$ cat config.mk
export PLATFORM = sky130hd
export DESIGN_NAME = pulse_count_conv
export DESIGN_NICKNAME = d
export VERILOG_FILES = /design/src/rtl/pcv_pkg.sv /design/src/rtl/pcv_divider.sv /design/src/rtl/pcv_range.sv /design/src/rtl/pulse_count_conv.sv
export SDC_FILE = /design/constraint.sdc
export NUM_CORES = 2
export LEC_CHECK = 0
export ABC_AREA = 1
export BUFFER_PORTS_ARGS = -buffer_cell sky130_fd_sc_hd__buf_2
export CAP_MARGIN = 40
export CORE_AREA = 10 10 248 250
export CTS_CLUSTER_SIZE = 25
export DETAILED_ROUTE_END_ITERATION = 6
export DIE_AREA = 0 0 258 260
export GPL_TIMING_DRIVEN = 1
export PLACE_DENSITY = 0.84
export SLEW_MARGIN = 10
export SYNTH_ARGS = -nofsm -noshare
export SYNTH_HDL_FRONTEND = slang
export SYNTH_SLANG_ARGS = --single-unit
$ cat constraint.sdc
create_clock -name clk -period 10.9 [get_ports clk]
set_input_delay 3.27 -clock clk [delete_from_list [all_inputs] [get_ports clk]]
set_output_delay 3.27 -clock clk [all_outputs]
set_load 0.02 [all_outputs]
$ cat src/rtl/pcv_pkg.sv
package pcv_pkg;
  localparam int NUM_RANGES = 5;
  localparam logic [3:0] SRC_BASE = 4'hB;
  localparam logic [15:0] MODE_BASE = 16'h0062;

  typedef enum logic [1:0] {
    OM_OFF   = 2'b00,
    OM_ON    = 2'b01,
    OM_PULSE = 2'b10
  } omode_t;

  typedef enum logic [2:0] {
    ST_IDLE, ST_CHECK, ST_DIV_DEC, ST_DIV_PCT
  } cstate_t;

  // microsecond multiplier for a time-unit code (code 3 unused)
  function automatic logic [19:0] unit_scale(input logic [1:0] code);
    case (code)
      2'd0:    unit_scale = 20'd1;
      2'd1:    unit_scale = 20'd1000;
      default: unit_scale = 20'd1000000;
    endcase
  endfunction

  // 10 to the power n
  function automatic logic [31:0] pow10(input int n);
    logic [31:0] v;
    v = 32'd1;
    for (int i = 0; i < n; i++) v = v * 32'd10;
    return v;
  endfunction

  // mode word for decade index k
  function automatic logic [15:0] mode_for(input logic [2:0] k);
    logic [3:0] src;
    src = SRC_BASE + {1'b0, k};
    return MODE_BASE | {4'h0, src, 8'h00};
  endfunction
endpackage

$ cat src/rtl/pcv_divider.sv
module pcv_divider #(
  parameter int W = 32
) (
  input  logic         clk,
  input  logic         rst_n,
  input  logic         go,
  input  logic [W-1:0] dividend,
  input  logic [W-1:0] divisor,
  output logic         fin,
  output logic [W-1:0] quotient
);
  localparam int CW = $clog2(W + 1);

  logic [W-1:0]  rem_q, quo_q, dsr_q, dvd_q;
  logic [CW-1:0] cnt_q;
  logic          run_q;
  logic [W:0]    trial;

  assign trial    = {rem_q, quo_q[W-1]};
  assign quotient = quo_q;

  always_ff @(posedge clk or negedge rst_n) begin
    if (!rst_n) begin
      rem_q <= '0; quo_q <= '0; dsr_q <= '0; dvd_q <= '0;
      cnt_q <= '0; run_q <= 1'b0; fin <= 1'b0;
    end else begin
      fin <= 1'b0;
      if (go) begin
        rem_q <= '0;
        quo_q <= dividend;
        dvd_q <= dividend;
        dsr_q <= divisor;
        cnt_q <= CW'(W);
        run_q <= 1'b1;
      end else if (run_q) begin
        if (trial >= {1'b0, dsr_q}) begin
          rem_q <= W'(trial - {1'b0, dsr_q});
          quo_q <= {quo_q[W-2:0], 1'b1};
        end else begin
          rem_q <= trial[W-1:0];
          quo_q <= {quo_q[W-2:0], 1'b0};
        end
        cnt_q <= cnt_q - 1'b1;
        if (cnt_q == CW'(1)) begin
          run_q <= 1'b0;
          fin   <= 1'b1;
        end
      end
    end
  end


  div_nonzero_chk: assert property (@(posedge clk) disable iff (!rst_n)
    go |-> divisor != '0);

  div_exact_chk: assert property (@(posedge clk) disable iff (!rst_n)
    fin |-> ((2*W)'(quo_q) * (2*W)'(dsr_q) <= (2*W)'(dvd_q)) &&
            ((2*W)'(dvd_q) - (2*W)'(quo_q) * (2*W)'(dsr_q) < (2*W)'(dsr_q)));
endmodule

$ cat src/rtl/pcv_range.sv
module pcv_range #(
  parameter int US_W = 52
) (
  input  logic [US_W-1:0] period_us,
  output logic            in_range,
  output logic [2:0]      dec_idx,
  output logic [31:0]     dec_div
);
  import pcv_pkg::*;

  logic [NUM_RANGES-1:0] below;

  generate
    for (genvar g = 0; g < NUM_RANGES; g++) begin : g_thr
      assign below[g] = period_us < US_W'(pow10(4 + g));
    end
  endgenerate

  always_comb begin
    dec_idx = 3'd0;
    for (int i = NUM_RANGES - 1; i >= 0; i--)
      if (below[i]) dec_idx = 3'(i);
    in_range = below[NUM_RANGES-1] && (period_us > US_W'(10));
    dec_div  = pow10(int'(dec_idx));
  end
endmodule

$ cat src/rtl/pulse_count_conv.sv
module pulse_count_conv #(
  parameter int PER_W = 32,
  parameter int CNT_W = 32
) (
  input  logic             clk,
  input  logic             rst_n,
  input  logic             start,
  input  logic [PER_W-1:0] period_val,
  input  logic [1:0]       time_unit,
  input  logic [6:0]       duty_pct,
  output logic             done,
  output logic             err,
  output logic [1:0]       out_mode,
  output logic [15:0]      mode_word,
  output logic [CNT_W-1:0] hold_cnt,
  output logic [CNT_W-1:0] load_cnt
);
  import pcv_pkg::*;

  localparam int US_W = PER_W + 20;

  cstate_t          state_q;
  logic [PER_W-1:0] per_q;
  logic [1:0]       unit_q;
  logic [6:0]       duty_q;
  logic [2:0]       idx_q;
  logic [CNT_W-1:0] total_q;
  logic             div_go;
  logic [CNT_W-1:0] div_a, div_b, div_q;
  logic             div_fin;

  logic [US_W-1:0]  per_us;
  logic             in_range;
  logic [2:0]       dec_idx;
  logic [31:0]      dec_div;

  // named events for the checks
  logic             accept_ev, finish_ev;

  assign per_us    = US_W'(per_q) * US_W'(unit_scale(unit_q));
  assign accept_ev = start && (state_q == ST_IDLE);

  pcv_range #(.US_W(US_W)) u_range (
    .period_us(per_us), .in_range(in_range),
    .dec_idx(dec_idx), .dec_div(dec_div)
  );

  pcv_divider #(.W(CNT_W)) u_div (
    .clk(clk), .rst_n(rst_n), .go(div_go),
    .dividend(div_a), .divisor(div_b),
    .fin(div_fin), .quotient(div_q)
  );

  always_ff @(posedge clk or negedge rst_n) begin
    if (!rst_n) begin
      state_q <= ST_IDLE;
      per_q <= '0; unit_q <= '0; duty_q <= '0; idx_q <= '0;
      total_q <= '0; div_go <= 1'b0; div_a <= '0; div_b <= '0;
      done <= 1'b0; finish_ev <= 1'b0; err <= 1'b0; out_mode <= OM_OFF;
      mode_word <= '0; hold_cnt <= '0; load_cnt <= '0;
    end else begin
      done      <= 1'b0;
      finish_ev <= 1'b0;
      div_go    <= 1'b0;
      case (state_q)
        ST_IDLE: if (start) begin
          per_q   <= period_val;
          unit_q  <= time_unit;
          duty_q  <= duty_pct;
          state_q <= ST_CHECK;
        end
        ST_CHECK: begin
          if (unit_q == 2'd3 || duty_q > 7'd100 ||
              (duty_q != 7'd0 && duty_q != 7'd100 && !in_range)) begin
            done <= 1'b1; finish_ev <= 1'b1; err <= 1'b1; out_mode <= OM_OFF;
            mode_word <= '0; hold_cnt <= '0; load_cnt <= '0;
            state_q <= ST_IDLE;
          end else if (duty_q == 7'd0 || duty_q == 7'd100) begin
            done <= 1'b1; finish_ev <= 1'b1; err <= 1'b0;
            out_mode <= (duty_q == 7'd0) ? OM_OFF : OM_ON;
            mode_word <= '0; hold_cnt <= '0; load_cnt <= '0;
            state_q <= ST_IDLE;
          end else begin
            idx_q   <= dec_idx;
            div_a   <= CNT_W'(per_us);
            div_b   <= CNT_W'(dec_div);
            div_go  <= 1'b1;
            state_q <= ST_DIV_DEC;
          end
        end
        ST_DIV_DEC: if (div_fin) begin
          total_q <= {div_q[CNT_W-3:0], 2'b00};
          div_a   <= CNT_W'({div_q[CNT_W-3:0], 2'b00} * CNT_W'(duty_q));
          div_b   <= CNT_W'(100);
          div_go  <= 1'b1;
          state_q <= ST_DIV_PCT;
        end
        ST_DIV_PCT: if (div_fin) begin
          done <= 1'b1; finish_ev <= 1'b1; err <= 1'b0; out_mode <= OM_PULSE;
          mode_word <= mode_for(idx_q);
          hold_cnt  <= div_q + 1'b1;
          load_cnt  <= total_q - (div_q + 1'b1) + CNT_W'(2);
          state_q   <= ST_IDLE;
        end
        default: state_q <= ST_IDLE;
      endcase
    end
  end


  done_pulse_chk: assert property (@(posedge clk) disable iff (!rst_n)
    done |=> !done);

  hold_stable_chk: assert property (@(posedge clk) disable iff (!rst_n)
    !done |-> $stable(hold_cnt) && $stable(load_cnt) && $stable(out_mode) && $stable(err));

  err_clean_chk: assert property (@(posedge clk) disable iff (!rst_n)
    (done && err) |-> out_mode == OM_OFF && hold_cnt == '0 && load_cnt == '0);

  pulse_mode_chk: assert property (@(posedge clk) disable iff (!rst_n)
    (done && out_mode == OM_PULSE) |-> !err && mode_word[7:0] == 8'h62 &&
      mode_word[11:8] >= 4'hB && hold_cnt != '0);

  busy_ignore_chk: assert property (@(posedge clk) disable iff (!rst_n)
    (start && state_q != ST_IDLE) |=> $stable(per_q) && $stable(duty_q));

  accept_to_done_chk: assert property (@(posedge clk) disable iff (!rst_n)
    accept_ev |=> !finish_ev);
endmodule

== Word-level counts from Yosys, hierarchy flattened ==
Cells that the tools add are included.
Operators by class
  add/sub/neg operators: 6
  multiply operators: 2
  magnitude comparators: 15
  eq/ne operators: 14
  muxes and demuxes: 67
  bitwise gates (word level): 2
  reduce and logical (&&, ||, !) cells: 20
Operator list (number)
  $mux W32: 21
  $pmux W32 S2: 4
  $sub A32 B32 Y32: 2
  $gt A52 B4 Y1 const B: 1
  $lt A52 B14 Y1 const B: 1
  $lt A52 B17 Y1 const B: 1
  $lt A52 B20 Y1 const B: 1
  $lt A52 B24 Y1 const B: 1
  $lt A52 B27 Y1 const B: 1
  $mul A32 B20 Y52: 1
  $mux W16: 3
  $pmux W20 S2: 1
  $ge A33 B32 Y1: 1
  $add A32 B1 Y32 const B: 1
  $add A32 B2 Y32 const B: 1
  $pmux W16 S2: 1
  $mul A30 B7 Y30: 1
  $mux W24: 1
  $mux W3: 8
  $mux W1: 16
  $mux W6: 2
  $pmux W3 S4: 1
  $mux W2: 5
  $lt A3 B3 Y1 const A: 3
  29 further kinds: 47
Storage, ports and cells
  register bits after elaboration: 330
  bits of input ports: 44
  output and inout bits: 84
  word-level logic and storage cells: 147

== Depth between registers and ports, before layout ==
  word-level depth: 20
  mapped depth: 47
  mapped depth without buffers: 44

== By module ==
A second synthesis with hierarchy kept.
Unflattened totals
  cells, all modules: 5378
  area total of the unflattened synthesis: 39680.6 sq um
Modules (own cells, without submodules)
  pulse_count_conv: instances 1, cells each 4106, area each 31461.4 sq um, seq. area each 5305.1 sq um
  pcv_divider: instances 1, cells each 1082, area each 7236.9 sq um, seq. area each 2602.5 sq um
  pcv_range: instances 1, cells each 190, area each 982.2 sq um, seq. area each 0.0 sq um

== Worst setup path before layout ==
OpenSTA, ideal clock, no wires.
  path kind: flip-flop to flip-flop
  from: register unit_q[1]
  to: register hold_cnt[0]
  library setup time: 0.117 ns
  arrival: 7.375 ns
  required time: 10.783 ns
  path slack: 3.408 ns
  stages on the path, launching flop included: 41
  buffers on the path: 5
  clock period less this slack: 7.492 ns
  cells stage by stage: dfrtp_1 -> clkbuf_1 -> clkbuf_1 -> buf_1 -> nand2_1 -> fa_1 -> fa_1 -> inv_1 -> fa_1 -> inv_1 -> fa_1 -> fa_1 -> inv_1 -> fa_1 -> inv_1 -> fa_1 -> inv_1 -> ha_1 -> [5 not listed] -> nor2_1 -> inv_1 -> nor2_1 -> nand2_1 -> nand3_1 -> nand2_1 -> a21oi_1 -> nand2_1 -> nor2_1 -> nand2_1 -> nor2_2 -> nand3_1 -> nand2_1 -> nand3_2 -> buf_6 -> buf_6 -> nand3_1 -> nand2_1
Between the ends
  word-level cells in the longest chain between the ends: 10
  elaborated cells on any way between the ends: 16
  classes of those cells: 1 x mul; 2 x order compare; 3 x eq/ne; 3 x mux; 7 x reduce/logical
RTL lines
  from (decl): RTL line pulse_count_conv.sv:24  | logic [1:0] unit_q;
  from (signal assigned): RTL line pulse_count_conv.sv:68  | unit_q <= time_unit;
  $eq A2 B1 Y1 / $logic_not A2 Y1 (equally long branches): RTL line pcv_pkg.sv:18  | case (code)
  $pmux W20 S2: RTL line pcv_pkg.sv:18
  $mul A32 B20 Y52: RTL line pulse_count_conv.sv:40  | assign per_us = US_W'(per_q) * US_W'(unit_scale(unit_q));
  $lt A52 B27 Y1 / $gt A52 B4 Y1 (equally long branches): RTL line pcv_range.sv:15, pcv_range.sv:23
  $logic_and A1 B1 Y1: RTL line pcv_range.sv:23  | in_range = below[NUM_RANGES-1] && (period_us > US_W'(10));
  $logic_not A1 Y1: RTL line pulse_count_conv.sv:74  | (duty_q != 7'd0 && duty_q != 7'd100 && !in_range)) begin
  $logic_and A1 B1 Y1: RTL line pulse_count_conv.sv:74
  $logic_or A1 B1 Y1 (*): RTL line pulse_count_conv.sv:73  | if (unit_q == 2'd3 || duty_q > 7'd100 ||
  $ne A3 B3 Y1 (no line) / $mux W32 (equally long branches)
  $reduce_and A3 Y1 (no line) / $pmux W32 S2 (equally long branches)
  to (signal assigned): RTL line pulse_count_conv.sv:101  | hold_cnt <= div_q + 1'b1;
  to (decl): RTL line pulse_count_conv.sv:15  | output logic [CNT_W-1:0] hold_cnt,
Mark *: on every way between the ends. The rest lies on a longest branch, timed or not.
A chain may end at the register's enable or synchronous reset.

== Worst setup path after layout ==
  from: register unit_q[1]
  to: register hold_cnt[24]
Same word-level chain as after synthesis.

==> impl_metrics.yaml <==
die:
  ioPinCount: 128
  die_w_um: 258
  die_h_um: 260
  core_sq_um: 56300
  dieArea_sq_um: 67100
  initial_core_util: 0.647
  fp-row-count: 87
grt:
  overflow: 0
  first_global_vias: 32600
  grt_pass1_wl_um: 161000
  grt_start_max_net_pins: 170
  antenna_found_initial: 2
  track_usage: 0.291
worst_hold_path:
  holdPathStages: 2
  hold_class: "flip-flop to flip-flop"
  hp-start: "mode_word[11]$_DFFE_PN0P_"
worst_setup_path:
  max_stage_delay_ps: 710
  slowest_stage: "nor2_4"
  startpoint_type: "flip-flop"
  crit_fanout: 78
  crit_arrival_ps: 10180
  r2r-start: "unit_q[1]$_DFFE_PN0P_"
  cp-startpoint: "unit_q[1]$_DFFE_PN0P_"
  required_ps: 11340
  cp-end-kind: "flip-flop"
  reg2reg_depth: 35
  path_class: "flip-flop to flip-flop"
placed_design:
  gp_congestion: 0.998
  port_buffers: 118
  dp_hpwl_um: 77600
status:
  outcome: "complete, no violations"
synth:
  yosysMostFrequentCell: "nand2_1"
  synth_area_leaders: "fa_1 22%, dfrtp_1 20%, nand2_1 13%"
  ys_ff_latch: 284
  synth_enable_flop_cells: 0
  synth_warnings: 0
  seq_area_frac_synth: 0.195
  yosys.area.top_type: "fa_1"
  ys_types: 53
  synth_async_sr_flop_share: 1.00
  synth.top_cell.area_share: 0.218
  dominantRegCellSynth: "dfrtp_1"
  syn_area_per_cell_sq_um: 7.51
  synth.cell_area_sq_um: 36400
  synth_common_cells: "1294 x nand2_1, 949 x inv_1, 396 x fa_1"
  syn_inst: 4851
clocking:
  cts_root_buf: "clkbuf_16"
  clk_latency_ps: 570
  cts_resized: 0
  cts_post_setup_buffers_inserted: 0
  cts_buffers: 36
  clockBufferDepth: 3
  cts_hold_buffers: 0
  cts_tree: "yes"
  cts.sinks: 284
  htree_levels: 2
  clk_pin_slew_ps: 60
detailed_routing:
  drc: 0
  dr.pass1.iters: 6
  drtIter0Drc: 2720
  wl_um: 96400
  detail_route.wl_per_cell_um: 17.0
  postRouteAntennaNets: 0
  vias: 31900
  vias_per_cell: 5.63
timing:
  finalSetupViolations: 0
  worstMarginPinSlew_ps: 952
  fin_crit_sh: 0.893
  slew_violations: 0
  rsz0062_at_grt: "no"
  totalNegativeSetupSlack_ps: 0
  finalHoldViolCount: 0
  max_freq_mhz: 103
  max_slew_margin: 0.366
  finalCriticalPeriod_ps: 9740
  fin_skew_ps: 19.3
layout:
  nFillCells: 4551
  drive_gt1_frac: 0.0503
  nets: 5697
  area_delta_synth_final_pct: 6.91
run:
  maxCapViolations: 0
through the flow:
| stage | setup WS, ps | util | hold slack [ps] | instances | instance area, sq um |
|---|---|---|---|---|---|
| finish | 1160 | 0.692 | 465 | 5667 | 38900 |
| global route | 485 | 0.692 | 488 | 5666 | 38900 |
| CTS | 1290 | 0.692 | 468 | 5666 | 38900 |
| detailed placement | 1300 | 0.670 | 453 | 5601 | 37700 |
| global placement | 1440 | 0.665 | 452 | 5589 | 37400 |
| floorplan | 3410 | - | 437 | 4859 | 36500 |
worst paths after layout:
check	end	slack (ps)
max in group asynchronous	u_div.rem_q[17]$_DFFE_PN0P_	6710
hold reg to reg	mode_word[11]$_DFFE_PN0P_	470
setup reg to reg	hold_cnt[24]$_DFFE_PN0P_	1160
setup / recovery	hold_cnt[24]$_DFFE_PN0P_	1160
min in group asynchronous	load_cnt[1]$_DFFE_PN0P_	2760
hold / removal	mode_word[11]$_DFFE_PN0P_	470
area by class of cell:
| class | count | area [sq um] | share of cell area |
|---|---|---|---|
| antenna | 1 | 2.50 | 0.0000643 |
| clock buffer | 44 | 971 | 0.0249 |
| clock inverter | 21 | 279 | 0.00717 |
| inverter | 957 | 3590 | 0.0922 |
| multi-input combinational | 3460 | 25000 | 0.643 |
| sequential | 284 | 7110 | 0.183 |
| tap | 756 | 946 | 0.0243 |
| timing repair buffer | 144 | 1010 | 0.0259 |
per-layer routing:
metal  share of wire  track usage
met3           0.074       0.0488
met5         0.00016            0
met4           0.051        0.141
met2            0.49        0.504
met1            0.39        0.349
critical path: cells and delay by family (launching register included):
family	cells	cell delay [ps]
buffers and inverters	10	1990
AO/OA/AOI/OAI	1	250
AND/OR/NAND/NOR	15	2800
adder cells (fa/ha/maj)	8	3740
flip-flops	1	380
XOR/XNOR	1	390
registers in the layout, summed over array words and instances, names as in the netlist, 6 cells and up:
signal / flops
per_q: 32
hold_cnt: 32
load_cnt: 31
div_b: 16
u_div.cnt_q: 6
u_div.rem_q: 32
u_div.quotient: 32
div_a: 32
u_div.dsr_q: 16
duty_q: 7
total_q: 30
kinds of logic (layout without fill, tap and decap cells):
kind of cell               Yosys count  in the layout  share of synthesized area
and+or+nand+nor                   2041           2041                      0.230
adders and majority gates          770            770                      0.346
xor gates and xnor gates           116            116                     0.0286
AOI/OAI and AO/OA                  518            518                     0.0791
DFF                                284            284                      0.195
other                                1             10                   0.000103
muxes                                6              6                    0.00185
buffers and inverters             1115           1166                      0.119
cell usage in the layout, fill, tap and decap left out, drive strengths merged, types with 3 or more instances in the layout:
cell type,Yosys,routed
ha,374,374
fa,396,396
o211ai,9,9
clkinv,4,14
xor2,79,79
or2,10,10
buf,57,144
nor3,36,36
nand3,196,196
a31oi,39,39
o21ai,192,192
o31ai,3,3
a21o,3,3
o22ai,52,52
o21bai,17,17
mux2,6,6
nand3b,42,42
xnor2,35,35
bufinv,0,5
conb,1,9
clkbuf,101,44
o221ai,3,3
nor2,392,392
clkinvlp,0,3
nor4,19,19
nand4,45,45
a21boi,5,5
o21a,9,9
o2111ai,3,3
dfrtp,284,284
a211oi,3,3
a21oi,173,173
inv,953,956
nand2,1298,1298
Power is not shown: default switching activity piles up to over one toggle a cycle in this logic, so the estimate is an artifact.
